==> config.mk <==
export PLATFORM = sky130hd
export DESIGN_NAME = priv_legality_check
export DESIGN_NICKNAME = d
export VERILOG_FILES = /design/src/rtl/plc_pkg.sv /design/src/rtl/plc_vm_guard.sv /design/src/rtl/plc_fp_guard.sv /design/src/rtl/plc_env_code.sv /design/src/rtl/plc_dirty_view.sv /design/src/rtl/priv_legality_check.sv
export SDC_FILE = /design/constraint.sdc
export NUM_CORES = 1
export LEC_CHECK = 0
export BUFFER_PORTS_ARGS = -buffer_cell sky130_fd_sc_hd__buf_2
export CORE_MARGIN = 3
export CORE_UTILIZATION = 30
export CTS_CLUSTER_DIAMETER = 30
export DETAILED_ROUTE_END_ITERATION = 6
export REMOVE_ABC_BUFFERS = 1
export SYNTH_ARGS = -nofsm -noshare
export SYNTH_HDL_FRONTEND = slang
export SYNTH_SLANG_ARGS = --single-unit
==> constraint.sdc <==
create_clock -name clk -period 2.1 [get_ports clk]
set_input_delay 0.105 -clock clk [delete_from_list [all_inputs] [get_ports clk]]
set_output_delay 0.105 -clock clk [all_outputs]
set_load 0.01 [all_outputs]
==> src/rtl/plc_pkg.sv <==
package plc_pkg;
    localparam int CAUSE_W  = 4;
    localparam int TVM_POS  = 20;
    localparam int FS_LO    = 13;
    localparam int FS_W     = 2;

    typedef enum logic [1:0] {
        MODE_USER = 2'b00,
        MODE_SUPV = 2'b01,
        MODE_RSVD = 2'b10,
        MODE_MACH = 2'b11
    } mode_t;

    typedef logic [CAUSE_W-1:0] cause_t;

    localparam cause_t CAUSE_ILLEGAL = cause_t'(2);
    localparam cause_t CAUSE_ENV_U   = cause_t'(8);
    localparam cause_t CAUSE_ENV_S   = cause_t'(9);
    localparam cause_t CAUSE_ENV_M   = cause_t'(11);

    typedef struct packed {
        logic   req;
        cause_t code;
    } trap_t;

    function automatic cause_t env_code(mode_t m);
        case (m)
            MODE_MACH: env_code = CAUSE_ENV_M;
            MODE_SUPV: env_code = CAUSE_ENV_S;
            default:   env_code = CAUSE_ENV_U;
        endcase
    endfunction

    function automatic trap_t pick_trap(logic fp_hit, logic vm_hit,
                                        logic env_hit, cause_t env_c);
        trap_t t;
        t = '0;
        if (fp_hit || vm_hit) begin
            t.req  = 1'b1;
            t.code = CAUSE_ILLEGAL;
        end else if (env_hit) begin
            t.req  = 1'b1;
            t.code = env_c;
        end
        return t;
    endfunction
endpackage

==> src/rtl/plc_vm_guard.sv <==
module plc_vm_guard
    import plc_pkg::*;
(
    input  mode_t mode,
    input  logic  tvm,
    input  logic  xlat_rd,
    input  logic  xlat_wr,
    input  logic  xlat_fence,
    output logic  hit
);
    logic touches;
    always_comb begin
        touches = xlat_rd | xlat_wr | xlat_fence;
        hit     = (mode == MODE_SUPV) & tvm & touches;
    end
endmodule

==> src/rtl/plc_fp_guard.sv <==
module plc_fp_guard
    import plc_pkg::*;
(
    input  logic [FS_W-1:0] fs,
    input  logic            fp_op,
    output logic            hit
);
    always_comb hit = fp_op & (fs == '0);
endmodule

==> src/rtl/plc_env_code.sv <==
module plc_env_code
    import plc_pkg::*;
(
    input  mode_t  mode,
    input  logic   ecall,
    output logic   hit,
    output cause_t code
);
    always_comb begin
        hit  = ecall;
        code = env_code(mode);
    end
endmodule

==> src/rtl/plc_dirty_view.sv <==
module plc_dirty_view
    import plc_pkg::*;
#(
    parameter int XLEN = 64
) (
    input  logic [XLEN-1:0] status,
    output logic [XLEN-1:0] view
);
    localparam int TOP = XLEN - 1;
    logic summary;
    always_comb summary = &status[FS_LO +: FS_W];

    generate
        if (XLEN == 32 || XLEN == 64) begin : g_ok
            always_comb view = {summary, status[TOP-1:0]};
        end else begin : g_bad
            initial $error("plc_dirty_view: XLEN must be 32 or 64");
            always_comb view = {summary, status[TOP-1:0]};
        end
    endgenerate
endmodule

==> src/rtl/priv_legality_check.sv <==
module priv_legality_check
    import plc_pkg::*;
#(
    parameter int XLEN = 64
) (
    input  logic                clk,
    input  logic                rst,
    input  logic                instr_valid,
    input  logic [1:0]          priv_mode,
    input  logic [XLEN-1:0]     status_in,
    input  logic                op_xlat_rd,
    input  logic                op_xlat_wr,
    input  logic                op_xlat_fence,
    input  logic                op_fp,
    input  logic                op_ecall,
    output logic                trap_req,
    output logic [CAUSE_W-1:0]  trap_cause,
    output logic [XLEN-1:0]     status_rd
);
    mode_t           mode;
    logic            vm_hit, fp_hit, env_hit;
    cause_t          env_c;
    trap_t           trap_d, trap_q;
    logic [XLEN-1:0] view_d, view_q;

    always_comb mode = mode_t'(priv_mode);

    plc_vm_guard u_vm (
        .mode       (mode),
        .tvm        (status_in[TVM_POS]),
        .xlat_rd    (op_xlat_rd),
        .xlat_wr    (op_xlat_wr),
        .xlat_fence (op_xlat_fence),
        .hit        (vm_hit)
    );

    plc_fp_guard u_fp (
        .fs    (status_in[FS_LO +: FS_W]),
        .fp_op (op_fp),
        .hit   (fp_hit)
    );

    plc_env_code u_env (
        .mode  (mode),
        .ecall (op_ecall),
        .hit   (env_hit),
        .code  (env_c)
    );

    plc_dirty_view #(.XLEN(XLEN)) u_view (
        .status (status_in),
        .view   (view_d)
    );

    always_comb begin
        trap_d = pick_trap(fp_hit, vm_hit, env_hit, env_c);
        if (!instr_valid) trap_d = '0;
    end

    always_ff @(posedge clk) begin
        if (rst) begin
            trap_q <= '0;
            view_q <= '0;
        end else begin
            trap_q <= trap_d;
            view_q <= view_d;
        end
    end

    assign trap_req   = trap_q.req;
    assign trap_cause = trap_q.code;
    assign status_rd  = view_q;
endmodule

* Word level (Yosys, flattened, before mapping) *
Cells that the tools add are included.

storage, ports and cells
  register bits after elaboration = 69
  bits in latches = 0
  bits in writable memories = 0
  bits in read-only memories = 0
  bits of input ports = 74
  output and inout port bits = 69
  word-level logic and storage cells = 21
  memories kept = 0

operators by class
  $add $sub $neg = 0
  multiply operators = 0
  div/mod/pow operators = 0
  $lt $le $gt $ge = 0
  equality and inequality tests = 2
  shifts and indexed selects = 0
  mux-type cells = 3
  bitwise operators = 7
  reduce and logical (&&, ||, !) cells = 5

operators with widths
  cell                number
  $mux 5              2
  $pmux 2 s2          1
  $reduce_or 4->1     1
  $and 1x1->1         3
  $eq 2x1->1 const B  1
  $eq 2x2->1 const B  1
  $logic_not 2->1     1
  $not 1->1           2
  $or 1x1->1          2
  $reduce_and 2->1    1
  $reduce_or 2->1     1
  $logic_or 1x1->1    1

* Longest topological paths before layout *
  word-level depth = 5
  mapped depth = 4
  gate-level depth less buffers = 3

* By module *
Synthesis repeated with hierarchy kept, for this count alone.

unflattened totals
  cells, all modules = 227
  area total of the unflattened synthesis = 2477.4 sq um

modules (own cells, without submodules)
  module               times used  cells each  area each (sq um)  seq. area each (sq um)
  priv_legality_check  1           151         1924.3             1381.3
  plc_dirty_view       1           65          486.7              0.0
  plc_env_code         1           7           40.0               0.0
  plc_vm_guard         1           3           13.8               0.0
  plc_fp_guard         1           1           12.5               0.0

* Least setup slack after synthesis *
OpenSTA, ideal clock, no wires.

  path kind = input port to flip-flop
  start = input port op_xlat_wr
  end = register trap_q, in the netlist trap_cause[1]
  setup time = 0.115 ns
  arrival time = 0.629 ns
  required time = 1.985 ns
  path slack = 1.357 ns
  stages on the path = 3
  buffers on the path = 0
  path through = nor3_2 > o32ai_4 > o21a_1

on the way
  longest elaborated chain between the ends = 5

RTL lines
  element                   line                       text
  from (decl)               priv_legality_check.sv:12  input logic op_xlat_wr,
  $or 1x1->1 (2 in series)  plc_vm_guard.sv:13         touches = xlat_rd | xlat_wr | xlat_fence;
  $and 1x1->1               plc_vm_guard.sv:14         hit = (mode == MODE_SUPV) & tvm & touches;
  $logic_or 1x1->1          plc_pkg.sv:38              if (fp_hit || vm_hit) begin
  $mux 5                    plc_pkg.sv:38
  to (signal assigned)      priv_legality_check.sv:65  trap_q <= trap_d;
  to (decl)                 priv_legality_check.sv:23  trap_t trap_d, trap_q;

No other way between the ends.
A chain may end at the register's enable or synchronous reset.

* Worst setup path in the final report *
  start = register view_q[22], in the netlist status_rd[22]
  end = output port status_rd[22]

RTL lines
  element                 line                       text
  from (decl)             priv_legality_check.sv:24  logic [XLEN-1:0] view_d, view_q;
  from (signal assigned)  priv_legality_check.sv:66  view_q <= view_d;
  to (decl)               priv_legality_check.sv:18  output logic [XLEN-1:0] status_rd

No word-level cell between the ends.

==> flow_summary.ini <==
[run_status]
outcome = finished, final reports clean

[clocking]
cts-resized-gates = 0
cts_tree = built
numCtsBuffers = 9
cts_root_buf = clkbuf_8
cts_buffer_depth = 2
clkTransAtPathRegs_ns = 0.07
htree_num_levels = 3
cts.sinks = 68

[floorplanning]
dieArea_um2 = 7400
core_area_um2 = 6060
ios = 143
initial_core_util = 0.317
die_x_um = 86.0
die_h_um = 86.0
core.rowCount = 28

[power_and_ir_drop]
p_seq_frac = 0.505
combPwrFrac = 0.124
power.share.switching = 0.215
leakage_nw = 1.70
pwr_density_cell_nw_per_um2 = 788
power_switching_mw = 0.584
p_int_mw = 2.13
ir_worst_vdd_uv = 440
pwr-share-clk = 0.372

[critical_path]
crit_buf_inv = 1
slowest_delay_ns = 0.33
cp_data_arrival_time_ns = 0.79
cp.required_ns = 2.00
cpLargestDelayFamily = flip-flops
cp_max_fo = 1
cp-start-kind = flop
critPathSlowestCell = dfxtp_1
critPathKind = reg -> out
path_cells = buf_2
crit_path_end_kind = output port

[timing]
rsz0062_at_grt = no
slew_viol_final = 0
fin_crit_sh = 0.427
tns_ns = 0
setup_viol = 0
relSlewSlack = 0.648
worst_pin_slew_ns = 0.528
hold_viol = 0
clock.fmax_mhz = 1110
finalCriticalPeriod_ns = 0.898

[synthesis]
synth_cell_types = 17
synth_seq_cells = 68
syn_area_um2 = 1920
netlist_instances = 153
synth_warnings = 0
seq_area_frac_synth = 0.709
syn_area_per_cell_um2 = 12.6

[place]
placed_cells = 361
place.gp.congestion = 0.679
hpwl_um = 3230
port_buffers = 140

[grt]
overflow = 0
grt_max_degree = 41
grt_pass1_vias = 1802
grt_usage = 0.145
antenna_found_initial = 0
grt_pass1_wl_um = 8170

[final_layout]
syn_to_final_growth_pct = 79.7
fillers = 543
final_cell_count_no_fill = 434
nets = 429
drive_gt1_frac = 0.440
diodes = 0

[routing]
drc_errors = 0
routed_via_density = 3.94
wl_per_cell_um = 11.8
finalWirelength_um = 5130
drt_first_pass_iters = 3
vias = 1710
route.antenna.remaining_nets = 0
drt_iter0_markers = 18

[hold_path]
worstHoldStart = status_in[5]
hold_class = in -> reg
min_to = status_rd[5]
min_path_cells = 2

[flow_run]
drv_cap = 0
[area by class of cell]
cell class / count / area (µm²) / share of cell area
clock buffer: 13 / 149 / 0.0431
clock inverter: 2 / 35.0 / 0.0102
inverter: 1 / 3.75 / 0.00109
multi-input combinational: 76 / 507 / 0.147
sequential: 68 / 1360 / 0.394
tap: 75 / 93.8 / 0.0272
timing repair buffer: 199 / 1300 / 0.377
[routing by layer]
| metal | GRT usage | vias up | part of all wire |
|---|---|---|---|
| li1 | - | 862 | - |
| met1 | 0.139 | 756 | 0.37 |
| met2 | 0.261 | 84 | 0.52 |
| met3 | 0.0711 | 8 | 0.098 |
| met4 | 0.0633 | 0 | 0.011 |
| met5 | 0 | - | 0 |
[per-stage QoR]
step | worst slack [ns] | total power, mW | area [µm²] | hold WS, ns | util
CTS | 1.18 | 2.76 | 3450 | 0.000871 | 0.569
global route | 1.14 | 2.87 | 3450 | 0.000441 | 0.569
finish | 1.20 | 2.72 | 3450 | 0.0168 | 0.569
global placement | 1.09 | 1.65 | 2690 | 0.312 | 0.443
floorplan | 1.36 | 1.49 | 1870 | 0.177 | -
detailed placement | 1.08 | 1.65 | 2690 | 0.319 | 0.443
[layout by cell type (no fill, tap or decap)]
cell type	instances
and2_1	1
nor3_2	2
o21a_1	2
nor2b_4	1
nand2_2	1
nand2b_1	1
conb_1	1
buf_2	140
clkinv_2	1
nand2_1	1
o32ai_4	1
buf_12	1
dfxtp_1	68
dlygate4sd3_1	58
and3_1	1
clkbuf_8	10
nor2_1	1
bufinv_16	1
inv_1	1
nor2b_1	63
clkbuf_1	3
[cell usage after synthesis, drive strengths merged]
cell / number / area share
and2: 1 / 0.0033
and3: 1 / 0.0033
buf: 8 / 0.025
conb: 1 / 0.0020
dfxtp: 68 / 0.71
inv: 1 / 0.0020
nand2: 2 / 0.0052
nand2b: 1 / 0.0033
nor2: 1 / 0.0020
nor2b: 64 / 0.21
nor3: 2 / 0.010
o21a: 2 / 0.0078
o32ai: 1 / 0.014
[cell families (layout without fill, tap and decap cells)]
logic type             Yosys count  after routing  synth area share
flip-flops                      68             68             0.709
other                            1              1           0.00195
buffers and inverters            9            215            0.0274
AND/OR/NAND/NOR                 72             72             0.240
AO/OA/AOI/OAI                    3              3            0.0221
[how the worst max path moves through the flow]
stage / startpoint / to / slack, ns / depth (start not counted)
3_3_place_gp: rst / status_rd[25] / 1.09 / 3
5_1_grt: status_rd[22] / status_rd[22] / 1.14 / 1
3_5_place_dp: rst / status_rd[59] / 1.08 / 3
4_1_cts: status_rd[5] / status_rd[5] / 1.18 / 1
6_report: status_rd[22] / status_rd[22] / 1.20 / 1
2_1_floorplan: op_xlat_wr / trap_cause[1] / 1.36 / 3
[power by group through the flow]
stage          combinational (mW)  sequential (mW)  clock, mW
2_1_floorplan              0.0541             1.44          0
3_3_place_gp                0.251             1.40          0
3_5_place_dp                0.252             1.40          0
4_1_cts                     0.337             1.37       1.05
5_1_grt                     0.368             1.38       1.12
6_report                    0.337             1.37       1.01
[registers in the layout, summed over array words and instances (netlist names)]
name        count
status_rd      64
trap_cause      3
trap_req        1
[repair_timing]
item | CTS | global route
hold buffers | 58 | 0
buffers inserted | 0 | 0
hold endpoints to repair | 58 | 0
(Power assumes the default switching activity.)
